===== src/rtl/boot_strap_pkg.sv =====
package boot_strap_pkg;

  typedef enum logic {
    SRC_OSC = 1'b0,
    SRC_PLL = 1'b1
  } bus_src_e;

  typedef struct packed {
    logic mon;
    logic sel;
  } boot_cfg_t;

  // Entry decision from one strap sample
  function automatic logic entry_match(input logic hv, input logic [7:0] strap,
                                       input logic [7:0] pat, input int unsigned w);
    logic ok;
    ok = hv;
    for (int i = 0; i < 8; i++) begin
      if (i < int'(w) && strap[i] != pat[i]) ok = 1'b0;
    end
    return ok;
  endfunction

  // Resolved boot configuration: normal mode forces the slow divider
  function automatic boot_cfg_t resolve_cfg(input logic mon, input logic sel_strap);
    boot_cfg_t c;
    c.mon = mon;
    c.sel = mon ? sel_strap : 1'b1;
    return c;
  endfunction

  // Terminal count of the source strobe divider
  function automatic int unsigned div_last(input logic sel, input int unsigned lo,
                                           input int unsigned hi);
    return sel ? (hi - 1) : (lo - 1);
  endfunction

  // Source choice: PLL only when the latched select allows it
  function automatic bus_src_e pick_src(input logic pll_req, input logic sel);
    return (pll_req && sel) ? SRC_PLL : SRC_OSC;
  endfunction

endpackage


===== src/rtl/bsc_strap_latch.sv =====
module bsc_strap_latch
  import boot_strap_pkg::*;
#(
  parameter int unsigned STRAP_W     = 3,
  parameter logic [STRAP_W-1:0] ENTRY_PAT = 3'b101,
  parameter int unsigned SYNC_STAGES = 2
) (
  input  logic               clk,
  input  logic               rst_n,
  input  logic               hv,
  input  logic [STRAP_W-1:0] strap,
  input  logic               sel_strap,
  output boot_cfg_t          cfg
);

  localparam int unsigned BUS_W = STRAP_W + 2;

  logic [BUS_W-1:0] raw_bus;
  logic [BUS_W-1:0] syn_bus;

  assign raw_bus = {hv, sel_strap, strap};

  generate
    if (SYNC_STAGES == 0) begin : g_nosync
      assign syn_bus = raw_bus;
    end else begin : g_sync
      logic [BUS_W-1:0] stage_q [SYNC_STAGES];
      always_ff @(posedge clk) begin
        stage_q[0] <= raw_bus;
        for (int s = 1; s < int'(SYNC_STAGES); s++) begin
          stage_q[s] <= stage_q[s-1];
        end
      end
      assign syn_bus = stage_q[SYNC_STAGES-1];
    end
  endgenerate

  logic [7:0] strap_ext;
  logic [7:0] pat_ext;
  logic       entry_ok;
  boot_cfg_t  cfg_next;
  boot_cfg_t  cfg_q;

  always_comb begin
    strap_ext = '0;
    pat_ext   = '0;
    strap_ext[STRAP_W-1:0] = syn_bus[STRAP_W-1:0];
    pat_ext[STRAP_W-1:0]   = ENTRY_PAT;
  end

  assign entry_ok = entry_match(syn_bus[BUS_W-1], strap_ext, pat_ext, STRAP_W);
  assign cfg_next = resolve_cfg(entry_ok, syn_bus[STRAP_W]);

  // Loads only while reset is held; frozen from release onward
  always_ff @(posedge clk) begin
    if (!rst_n) cfg_q <= cfg_next;
  end

  assign cfg = cfg_q;

endmodule


===== src/rtl/bsc_bus_div.sv =====
module bsc_bus_div
  import boot_strap_pkg::*;
#(
  parameter int unsigned DIV_LO = 2,
  parameter int unsigned DIV_HI = 4
) (
  input  logic clk,
  input  logic rst_n,
  input  logic osc_tick,
  input  logic pll_tick,
  input  logic pll_req,
  input  logic sel,
  output logic src_tick,
  output logic pll_on,
  output logic bus_en
);

  localparam int unsigned CNT_W = (DIV_HI > 1) ? $clog2(DIV_HI) : 1;

  bus_src_e         src;
  logic [CNT_W-1:0] cnt_q;
  logic [CNT_W-1:0] last;
  logic             wrap;
  logic             bus_en_q;

  assign src      = pick_src(pll_req, sel);
  assign pll_on   = (src == SRC_PLL);
  assign src_tick = pll_on ? pll_tick : osc_tick;
  assign last     = CNT_W'(div_last(sel, DIV_LO, DIV_HI));
  assign wrap     = (cnt_q == last);

  always_ff @(posedge clk or negedge rst_n) begin
    if (!rst_n) begin
      cnt_q    <= '0;
      bus_en_q <= 1'b0;
    end else begin
      bus_en_q <= src_tick && wrap;
      if (src_tick) cnt_q <= wrap ? '0 : cnt_q + 1'b1;
    end
  end

  assign bus_en = bus_en_q;

endmodule


===== src/rtl/bsc_hold_window.sv =====
module bsc_hold_window #(
  parameter int unsigned HOLD_CYC = 24
) (
  input  logic clk,
  input  logic rst_n,
  input  logic bus_en,
  input  logic hold,
  output logic win_open,
  output logic viol
);

  localparam int unsigned WC_W = $clog2(HOLD_CYC + 1);
  localparam logic [WC_W-1:0] WC_END = WC_W'(HOLD_CYC);

  logic [WC_W-1:0] wcnt_q;
  logic            viol_q;

  assign win_open = (wcnt_q < WC_END);

  always_ff @(posedge clk or negedge rst_n) begin
    if (!rst_n) begin
      wcnt_q <= '0;
      viol_q <= 1'b0;
    end else begin
      if (bus_en && win_open) wcnt_q <= wcnt_q + 1'b1;
      if (win_open && hold) viol_q <= 1'b1;
    end
  end

  assign viol = viol_q;

endmodule


===== src/rtl/boot_strap_ctrl.sv =====
module boot_strap_ctrl
  import boot_strap_pkg::*;
#(
  parameter int unsigned STRAP_W     = 3,
  parameter logic [STRAP_W-1:0] ENTRY_PAT = 3'b101,
  parameter int unsigned SYNC_STAGES = 2,
  parameter int unsigned DIV_LO      = 2,
  parameter int unsigned DIV_HI      = 4,
  parameter int unsigned HOLD_CYC    = 24
) (
  input  logic               clk_i,
  input  logic               rst_n_i,
  input  logic               hv_irq_i,
  input  logic [STRAP_W-1:0] mode_strap_i,
  input  logic               clk_sel_strap_i,
  input  logic               pll_engage_i,
  input  logic               hold_strap_i,
  input  logic               osc_tick_i,
  input  logic               pll_tick_i,
  output logic               mon_mode_o,
  output logic               clk_sel_o,
  output logic               bus_en_o,
  output logic               strap_viol_o
);

  boot_cfg_t cfg;
  logic      src_tick;
  logic      pll_on;
  logic      win_open;

  bsc_strap_latch #(
    .STRAP_W    (STRAP_W),
    .ENTRY_PAT  (ENTRY_PAT),
    .SYNC_STAGES(SYNC_STAGES)
  ) u_latch (
    .clk      (clk_i),
    .rst_n    (rst_n_i),
    .hv       (hv_irq_i),
    .strap    (mode_strap_i),
    .sel_strap(clk_sel_strap_i),
    .cfg      (cfg)
  );

  bsc_bus_div #(
    .DIV_LO(DIV_LO),
    .DIV_HI(DIV_HI)
  ) u_div (
    .clk     (clk_i),
    .rst_n   (rst_n_i),
    .osc_tick(osc_tick_i),
    .pll_tick(pll_tick_i),
    .pll_req (pll_engage_i),
    .sel     (cfg.sel),
    .src_tick(src_tick),
    .pll_on  (pll_on),
    .bus_en  (bus_en_o)
  );

  bsc_hold_window #(
    .HOLD_CYC(HOLD_CYC)
  ) u_hold (
    .clk     (clk_i),
    .rst_n   (rst_n_i),
    .bus_en  (bus_en_o),
    .hold    (hold_strap_i),
    .win_open(win_open),
    .viol    (strap_viol_o)
  );

  assign mon_mode_o = cfg.mon;
  assign clk_sel_o  = cfg.sel;

endmodule


===== config.mk =====
export PLATFORM = sky130hd
export DESIGN_NAME = boot_strap_ctrl
export DESIGN_NICKNAME = d
export VERILOG_FILES = /design/src/rtl/boot_strap_pkg.sv /design/src/rtl/bsc_strap_latch.sv /design/src/rtl/bsc_bus_div.sv /design/src/rtl/bsc_hold_window.sv /design/src/rtl/boot_strap_ctrl.sv
export SDC_FILE = /design/constraint.sdc
export NUM_CORES = 1
export LEC_CHECK = 0
export BUFFER_PORTS_ARGS = -buffer_cell sky130_fd_sc_hd__buf_2
export CAP_MARGIN = 20
export CORE_UTILIZATION = 40
export CTS_CLUSTER_SIZE = 30
export DETAILED_ROUTE_END_ITERATION = 8
export PLACE_DENSITY_LB_ADDON = 0.12
export SLEW_MARGIN = 20
export SYNTH_ARGS = -nofsm -noshare
export SYNTH_HDL_FRONTEND = slang
export SYNTH_SLANG_ARGS = --single-unit

===== constraint.sdc =====
create_clock -name clk_i -period 1.4 [get_ports clk_i]
set_clock_uncertainty 0.15 [all_clocks]
set_input_delay 0.28 -clock clk_i [delete_from_list [all_inputs] [get_ports clk_i]]
set_output_delay 0.28 -clock clk_i [all_outputs]
set_load 0.1 [all_outputs]

==> results.py, run 1 <==
metrics = {
    "status": {
        "status": "finished, violations left",
        "failed_checks": "setup timing",
    },
    "placed_design": {
        "place_inst": 82,
        "dp.final_hpwl_um": 729,
        "portBuffers": 14,
        "gp_congestion": 0.790,
    },
    "logic_synthesis": {
        "synth_top_cell_area_share": 0.320,
        "post_synth_num_cell_types": 26,
        "ys_seq_area_frac": 0.689,
        "synthTopCellsByArea": "dfrtp_1 (32%), dfxtp_1 (28%), edfxtp_1 (8.5%)",
        "synth_edf_count": 2,
        "synth-main-ff-cell": "dfxtp_1",
        "synth.most_common_cell": "dfxtp_1",
        "syn_area_per_cell_um2": 13.5,
        "ys_async_sr_fraction": 0.429,
        "syn_area_um2": 704,
        "ys_seq_elements": 21,
        "syn-num-nets": 64,
        "synthCells": 52,
        "yosysWarnings": 0,
        "synth_area_leader_cell": "dfrtp_1",
        "ys_top_cells_by_count": "dfxtp_1 (10), dfrtp_1 (9), nand2_1 (3), xnor2_1 (3)",
    },
    "clocking": {
        "clk-insertion-delay-late_ns": 0.29,
        "clock-sinks": 21,
        "cts_buffers": 3,
        "clk_pin_slew_ns": 0.11,
        "cts_tree": "yes",
        "cts.root.buffer_cell": "clkbuf_4",
        "cts_buffer_depth": 2,
        "h-tree-depth": 1,
    },
    "die": {
        "die_h_um": 44.0,
        "design.portCount": 15,
        "fp.coreArea_um2": 1580,
        "dieArea_um2": 1930,
        "rows": 14,
        "initial_core_util": 0.447,
        "die_w_um": 44.0,
    },
    "global_route": {
        "grt-busiest-layer": "met2",
        "grt_overflow": 0,
        "globalRouteMet1Util": 0.145,
        "grt_pass1_wl_um": 1730,
        "antenna_found_initial": 0,
        "grtUsageMet3": 0.0375,
        "first_global_vias": 434,
        "grt.total_usage": 0.128,
        "global_route.usage.met2": 0.224,
        "grt_max_degree": 14,
    },
    "timing": {
        "hold_viol": 0,
        "fin_crit_sh": 1.00,
        "finalCriticalPeriod_ns": 1.40,
        "relSlewSlack": 0.878,
        "slew_viol_final": 0,
        "finalSetupTns_ns": -0.00497,
        "rsz0062_at_grt": "true",
        "setup_ws_ns": -0.00497,
        "worst_pin_slew_ns": 0.178,
        "fmax_mhz": 712,
        "setup_viol": 1,
    },
    "final_layout": {
        "area_growth_pct": 39.6,
        "fillerInstances": 120,
        "antenna_cells": 0,
        "layout-drive-gt1-share": 0.329,
        "layout.nets": 92,
        "finalCoreUtilization": 0.624,
        "post_layout_nonfiller_instances": 95,
    },
    "drt": {
        "antenna_left": 0,
        "wire_per_inst_um": 11.1,
        "first_iter_violations": 4,
        "firstDrtPassIters": 6,
        "vias": 460,
        "viasPerCell": 4.84,
        "routed_wl_um": 1050,
        "drc": 0,
    },
    "critical_path": {
        "cp_top_family": "flip-flops",
        "cp_max_fo": 2,
        "crit_path_end_kind": "output pin",
        "cp_slowest_cell": "dfrtp_4",
        "arrival_ns": 0.97,
        "worstPathCellList": "buf_12",
        "cp.required_ns": 0.97,
        "slowest_delay_ns": 0.51,
        "worst-path-buf-inv": 1,
        "cp-start-kind": "flip-flop",
        "criticalPathCategory": "flip-flop to output pin",
    },
    "min_path": {
        "hold_path.class": "input pin to flip-flop",
    },
    "job": {
        "maxCapViolCount": 0,
    },
    "power": {
        "ir_worst_vdd_mv": 0.921,
        "p_leak_uw": 0.000439,
        "powerDensity_nw_per_um2": 1510,
    },
}
-- per-layer routing --
metal | part of all wire | up-vias | wire (µm)
met3 | 0.036 | 2 | 38
met1 | 0.43 | 211 | 454
met5 | 0 | - | 0
met2 | 0.53 | 11 | 552
li1 | - | 236 | -
met4 | 0.0038 | 0 | 4
-- cells in the final DEF (no fill, tap or decap) --
master	netlist	final
dlygate4sd3_1	0	6
buf_12	0	4
or4_4	0	1
and4b_1	1	1
edfxtp_1	2	2
ha_1	1	1
o21ai_0	1	1
dfxtp_1	10	10
o211ai_1	1	1
clkinvlp_4	0	1
buf_2	0	10
clkbuf_4	0	3
a31oi_1	1	1
nor2b_1	1	1
nor3_1	1	1
nand2_1	3	3
mux2i_1	2	2
nand2b_1	1	1
xnor2_1	3	3
nor2_1	1	1
nand3_1	1	1
inv_2	1	1
buf_4	0	2
nand4_1	1	1
inv_1	2	2
dfrtp_4	0	1
nor3b_2	0	1
a21oi_1	2	2
a21o_1	1	1
dfrtp_1	9	8
a41o_1	1	1
nand2_4	1	1
mux2_1	2	2
buf_6	0	1
-- area by class of cell --
cell class,count,area [µm²],share of cell area
clock buffers,3,22.5,0.0229
flip-flops and latches,21,489,0.497
repair buffers,23,216,0.220
clock inverters,1,7.51,0.00763
multi-input cells,28,216,0.220
well taps,16,20.0,0.0204
inverters,3,11.3,0.0115
-- metrics by stage --
step	instance area, µm²	setup WS (ns)	hold WS, ns	total power, µW
after global placement	858	0.151	0.00255	1180
after global routing	983	-0.0381	0.0251	1590
after CTS	971	-0.0256	0.0178	1500
final	983	-0.00497	0.0282	1490
after detailed placement	858	0.0709	-0.000451	1190
after floorplan	708	-0.370	-0.166	1070
-- worst paths after layout --
kind | startpoint | to | slack, ns | cells past startpoint
max | u_div.bus_en$_DFF_PN0_ | bus_en_o | -0.005 | 1
min | hold_strap_i | u_hold.viol$_DFFE_PN0P_ | 0.03 | 2
max reg2reg | u_div.bus_en$_DFF_PN0_ | u_hold.wcnt_q[1]$_DFFE_PN0P_ | 0.07 | 3
min reg2reg | u_latch.g_sync.stage_q[0][1]$_DFF_P_ | u_latch.g_sync.stage_q[0][6]$_DFF_P_ | 0.18 | 0
max in group asynchronous | rst_n_i | u_div.bus_en$_DFF_PN0_ | 0.69 | 2
min in group asynchronous | rst_n_i | u_div.cnt_q[1]$_DFFE_PN0P_ | 0.20 | 2
-- registers in the layout, summed over array words and instances (netlist names) --
name	flops
u_latch.cfg	2
u_latch.g_sync.stage_q	10
u_div.cnt_q	2
u_hold.viol	1
u_div.bus_en	1
u_hold.wcnt_q	5
-- power by group --
| part | internal [µW] | leakage, µW | switching [µW] |
|---|---|---|---|
| sequential | 735 | 0.000210 | 105 |
| combinational | 183 | 0.000215 | 181 |
| clock | 109 | 0.0000139 | 176 |
| total | 1030 | 0.000439 | 462 |
-- kinds of logic after synthesis --
kind of cell	count (synthesis)	synth area share
flops	21	0.689
simple gates	13	0.114
compound gates	7	0.0657
mux	4	0.0604
xor+xnor	3	0.0373
buf+inv	3	0.0160
fa+ha+maj	1	0.0178
-- timing repair --
action,CTS,global route
buffers inserted,3,0
endpoints found under the hold margin,14,0
gates cloned,0,0
resized for setup,0,3
hold buffers,6,0
endpoints found under the setup margin,2,4
Note: power is estimated with default switching activity, not from simulation.
==> inputs of run 2 (changes only) <==
clock period = 1.75 ns   (was 1.4 ns; I/O delays follow)
==> run 2 against run 1 <==
Effect of this change:
- the run ends with DRC left
- register-to-register slack improved by 0.40 ns
- worst hold slack improved by 0.080 ns
- via count fell by 4.8%
- clock power fell by 21%
- non-clock buffer count fell by 3
- total power fell by 24%
- cell count fell by 3.2%
- cell area fell by 9.7%
- die area did not move
- worst setup slack improved by 0.11 ns
- critical path type unchanged
- critical endpoint unchanged
==> results.py, run 2 (same netlist as run 1, synthesis figures left out) <==
metrics = {
    "status": {
        "status": "finished, violations left",
        "failed_checks": "DRC",
    },
    "drt": {
        "firstDrtPassIters": 5,
        "vias": 438,
        "wl_met1_um": 456,
        "antenna_left": 0,
        "drc": 1,
        "wire_per_inst_um": 10.3,
        "dr.max_layer_used": "met3",
        "wl_met3_um": 44,
        "routed_wl_um": 948,
        "routed-wl-met2_um": 447,
        "viasPerCell": 4.76,
        "first_iter_violations": 3,
    },
    "job": {
        "maxCapViolCount": 0,
    },
    "die": {
        "die_h_um": 44.0,
        "die_w_um": 44.0,
        "rows": 14,
        "design.portCount": 15,
        "initial_core_util": 0.447,
        "fp.coreArea_um2": 1580,
        "dieArea_um2": 1930,
    },
    "global_route": {
        "first_global_vias": 423,
        "grt.total_usage": 0.115,
        "grt_max_degree": 14,
        "grt_pass1_wl_um": 1610,
        "grt_overflow": 0,
        "antenna_found_initial": 0,
    },
    "critical_path": {
        "startpoint": "u_div.bus_en$_DFF_PN0_",
        "criticalPathCategory": "flip-flop to output pin",
        "worst-path-buf-inv": 1,
        "crit_path_end_kind": "output pin",
        "cp-start-kind": "flip-flop",
        "arrival_ns": 1.14,
        "cp_top_family": "buffers and inverters",
        "slowest_delay_ns": 0.43,
        "cp_max_fo": 5,
        "cp_slowest_cell": "buf_2",
        "cp.required_ns": 1.25,
        "worstPathCellList": "buf_2",
        "r2r_start": "u_div.cnt_q[1]$_DFFE_PN0P_",
    },
    "final_layout": {
        "stdcell_area_um2": 888,
        "fillerInstances": 139,
        "finalCoreUtilization": 0.563,
        "top_register": "u_latch.g_sync.stage_q",
        "largest_registers": "u_latch.g_sync.stage_q: 10 flops, u_hold.wcnt_q: 5 flops",
        "final_common_cell": "buf_2",
        "antenna_cells": 0,
        "layout-drive-gt1-share": 0.276,
        "layout.nets": 89,
        "most-common-layout-cells": "buf_2 (13), dfxtp_1 (10), dfrtp_1 (8)",
        "largest_reg_flops": 10,
        "area_growth_pct": 26.1,
    },
    "placed_design": {
        "dpl_cell_area_um2": 796,
        "gp_congestion": 0.683,
        "portBuffers": 14,
    },
    "min_path": {
        "hold_path.class": "input pin to flip-flop",
        "hp-start": "hold_strap_i",
    },
    "clocking": {
        "cts_buffer_depth": 2,
        "h-tree-depth": 1,
        "post-cts-setup-buffer-count": 0,
        "cts_tree": "yes",
        "clk_pin_slew_ns": 0.11,
        "clock-sinks": 21,
        "cts_buffers": 3,
        "clk-insertion-delay-late_ns": 0.29,
        "cts.root.buffer_cell": "clkbuf_4",
    },
    "power": {
        "ir_worst_vdd_mv": 0.631,
        "p_leak_uw": 0.000399,
        "powerDensity_nw_per_um2": 1280,
    },
    "timing": {
        "hold_viol": 0,
        "fin_crit_sh": 0.938,
        "fmax_mhz": 610,
        "finalSetupTns_ns": 0,
        "slew_viol_final": 0,
        "worst_pin_slew_ns": 0.487,
        "relSlewSlack": 0.678,
        "finalCriticalPeriod_ns": 1.64,
        "rsz0062_at_grt": "false",
        "setup_viol": 0,
    },
}
## run 2: through the flow
stage                     setup slack, ns  power (µW)  hold slack (ns)  instances
final                               0.109        1140            0.108         92
after global routing               0.0611        1220           0.0901         92
after CTS                          0.0920        1150           0.0937         92
after detailed placement            0.333         918           0.0701         82
after global placement              0.353         912           0.0711         82
after floorplan                   -0.0198         854          -0.0956         52
## run 2: area by class of cell
cell class                      count  area [µm²]  area share
Clock inverter                      1        7.51     0.00845
Inverter                            3        11.3      0.0127
Clock buffer                        3        22.5      0.0254
Sequential cell                    21         487       0.548
Timing Repair Buffer               20         133       0.149
Tap cell                           16        20.0      0.0225
Multi-Input combinational cell     28         208       0.234
## run 2: metal layers
metal	up-vias	track usage
met5	-	0
met4	0	0.0364
met3	0	0.0500
met2	11	0.191
met1	196	0.134
li1	231	-
## run 2: power breakdown
group / switching (µW) / internal (µW) / total, µW
combinational: 133 / 112 / 245
clock: 136 / 86.8 / 223
sequential: 82.6 / 586 / 668
total: 352 / 784 / 1140
## run 2: worst paths after layout
check | endpoint | cells past startpoint | slack (ns)
worst max-delay path | bus_en_o | 1 | 0.11
worst min-delay path | u_hold.viol$_DFFE_PN0P_ | 2 | 0.11
worst max register to register | u_div.cnt_q[1]$_DFFE_PN0P_ | 2 | 0.47
worst min register to register | u_latch.g_sync.stage_q[0][8]$_DFF_P_ | 0 | 0.19
max in group asynchronous | u_div.bus_en$_DFF_PN0_ | 2 | 0.97
min in group asynchronous | u_hold.wcnt_q[2]$_DFFE_PN0P_ | 2 | 0.28
## run 2: what timing repair did
| action | CTS | global route |
|---|---|---|
| resized for setup | 1 | 0 |
| endpoints found under the hold margin | 14 | 0 |
| hold buffers | 6 | 0 |
| endpoints found under the setup margin | 1 | 0 |
==> inputs of run 3 (changes only) <==
ABC_AREA = 1   (was default)
MAX_ROUTING_LAYER = met4   (was default)
==> run 3 against run 2 <==
Effect of this change:
- the run now ends clean
- combinational power is 9.0% higher
- worst setup slack lost 0.025 ns
- largest power group unchanged
- count of clock-buffer cells in the layout unchanged
==> results.py, run 3 <==
metrics = {
    "logic_synthesis": {
        "synth-main-ff-cell": "dfxtp_1",
        "synthCells": 68,
        "syn-num-nets": 80,
        "ys_seq_elements": 21,
        "post_synth_num_cell_types": 18,
        "synth_top_cell_area_share": 0.306,
        "ys_top_cells_by_count": "nand2_1 (20), dfxtp_1 (10), dfrtp_1 (9)",
        "ys_async_sr_fraction": 0.429,
        "syn_area_um2": 736,
        "synth_area_leader_cell": "dfrtp_1",
        "syn_area_per_cell_um2": 10.8,
        "synth_edf_count": 2,
        "synthTopCellsByArea": "dfrtp_1 (31%), dfxtp_1 (27%), nand2_1 (10%)",
        "synth.most_common_cell": "nand2_1",
        "yosysWarnings": 0,
        "ys_seq_area_frac": 0.660,
    },
    "die": {
        "initial_core_util": 0.426,
        "dieArea_um2": 2010,
        "rows": 15,
        "fp.coreArea_um2": 1730,
        "die_h_um": 44.9,
        "die_w_um": 44.9,
        "design.portCount": 15,
    },
    "clocking": {
        "post-cts-setup-buffer-count": 0,
        "ctsResizeCount": 0,
        "postCtsHoldBufs": 6,
        "clock-sinks": 21,
        "cts_buffers": 3,
        "cts.root.buffer_cell": "clkbuf_4",
        "clk_pin_slew_ns": 0.11,
        "clk-insertion-delay-late_ns": 0.29,
        "h-tree-depth": 1,
        "cts_buffer_depth": 2,
        "cts_tree": "yes",
    },
    "final_layout": {
        "most-common-layout-cells": "nand2_1 (20), buf_2 (14), dfxtp_1 (10)",
        "finalCoreUtilization": 0.536,
        "largest_reg_flops": 10,
        "final_common_cell": "nand2_1",
        "layout-drive-gt1-share": 0.283,
        "largest_registers": "u_latch.g_sync.stage_q: 10 flops, u_hold.wcnt_q: 5 flops",
        "antenna_cells": 0,
        "area_growth_pct": 25.7,
        "post_layout_nonfiller_instances": 117,
        "top_register": "u_latch.g_sync.stage_q",
        "layout.nets": 105,
    },
    "power": {
        "ir_worst_vdd_mv": 0.607,
        "p_clk_frac": 0.192,
        "p_leak_uw": 0.000469,
        "combinationalPowerShare": 0.233,
        "powerDensity_nw_per_um2": 1240,
        "p_switching_uw": 381,
        "power.internal_uw": 766,
        "seqPwrFrac": 0.575,
        "swShare": 0.332,
        "total_power_uw": 1150,
    },
    "timing": {
        "fin_crit_sh": 0.952,
        "rsz0062_at_grt": "false",
        "relSlewSlack": 0.679,
        "finalCriticalPeriod_ns": 1.67,
        "fmax_mhz": 600,
        "slew_viol_final": 0,
        "whs_ns": 0.118,
        "worst_pin_slew_ns": 0.485,
        "finalSetupTns_ns": 0,
        "hold_viol": 0,
        "setup_viol": 0,
    },
    "global_route": {
        "grt_max_degree": 13,
        "antenna_found_initial": 0,
        "grt_overflow": 0,
        "first_global_vias": 421,
        "grt_pass1_wl_um": 1590,
        "grt.total_usage": 0.117,
    },
    "drt": {
        "routed_wl_um": 1020,
        "wl_met1_um": 488,
        "wire_per_inst_um": 8.68,
        "vias": 501,
        "routed-wl-met2_um": 475,
        "first_iter_violations": 12,
        "drc": 0,
        "dr.max_layer_used": "met4",
        "viasPerCell": 4.28,
        "firstDrtPassIters": 4,
        "antenna_left": 0,
        "wl_met3_um": 36,
    },
    "critical_path": {
        "criticalPathCategory": "flip-flop to output pin",
        "cp-start-kind": "flip-flop",
        "slowest_delay_ns": 0.45,
        "worstPathCellList": "buf_2",
        "cp.required_ns": 1.25,
        "cp_max_fo": 5,
        "crit_path_end_kind": "output pin",
        "worst-path-buf-inv": 1,
        "arrival_ns": 1.17,
        "cp_slowest_cell": "buf_2",
        "cp_top_family": "buffers and inverters",
    },
    "status": {
        "status": "finished clean",
    },
    "placed_design": {
        "dp.final_hpwl_um": 685,
        "place_inst": 107,
        "portBuffers": 14,
        "gp_congestion": 0.777,
    },
    "job": {
        "maxCapViolCount": 0,
    },
    "min_path": {
        "hold_path.class": "input pin to flip-flop",
    },
}
[run 3: changes by cell type in the layout (fill, tap and decap cells not counted), sizes merged, moves of 2 or more]
cell / change
a21oi: -2
inv: +5
mux2: -2
mux2i: -2
nand2: +20
nand3: +3
nor2: +2
xnor2: -2
[run 3: power groups by stage]
stage	Sequential, µW	Clock [µW]	Combinational, µW
floorplan	698	0	167
global placement	665	0	254
detailed placement	669	0	257
CTS	658	235	270
global route	670	257	305
finish	660	220	267
[run 3: worst paths after layout]
kind,startpoint,end,slack (ns),cells past startpoint
setup / recovery,u_latch.cfg[0]$_SDFFCE_PN1N_,clk_sel_o,0.08,1
hold / removal,hold_strap_i,u_hold.viol$_DFFE_PN0P_,0.12,2
setup reg to reg,u_latch.cfg[0]$_SDFFCE_PN1N_,u_div.cnt_q[1]$_DFFE_PN0P_,0.63,6
hold reg to reg,u_latch.g_sync.stage_q[0][1]$_DFF_P_,u_latch.g_sync.stage_q[0][6]$_DFF_P_,0.19,0
max in group asynchronous,rst_n_i,u_div.bus_en$_DFF_PN0_,0.98,2
min in group asynchronous,rst_n_i,u_hold.wcnt_q[4]$_DFFE_PN0P_,0.28,2
[run 3: cell families after synthesis]
logic type	after synthesis	synth area share
xor+xnor	2	0.0238
fa+ha+maj	1	0.0170
simple gates	34	0.228
flops	21	0.660
compound gates	2	0.0272
buf+inv	8	0.0442
[run 3: per-stage QoR]
| step | setup WS (ns) | cell area, µm² |
|---|---|---|
| final | 0.0841 | 925 |
| after global routing | 0.0160 | 925 |
| after CTS | 0.0686 | 925 |
| after detailed placement | 0.412 | 837 |
| after global placement | 0.434 | 837 |
| after floorplan | 0.0834 | 736 |
[run 3: per-layer routing]
metal | up-vias | GRT usage
li1 | 261 | -
met1 | 226 | 0.118
met2 | 12 | 0.197
met3 | 2 | 0.0480
met4 | 0 | 0.0545
met5 | - | -
[run 3: cell type report]
class                      count  area, µm²
inverter                       8       32.5
multi-input combinational     39        218
clock buffer                   3       22.5
fill                         159        802
timing repair buffer          20        130
sequential                    21        485
tap                           25       31.3
clock inverter                 1       5.00
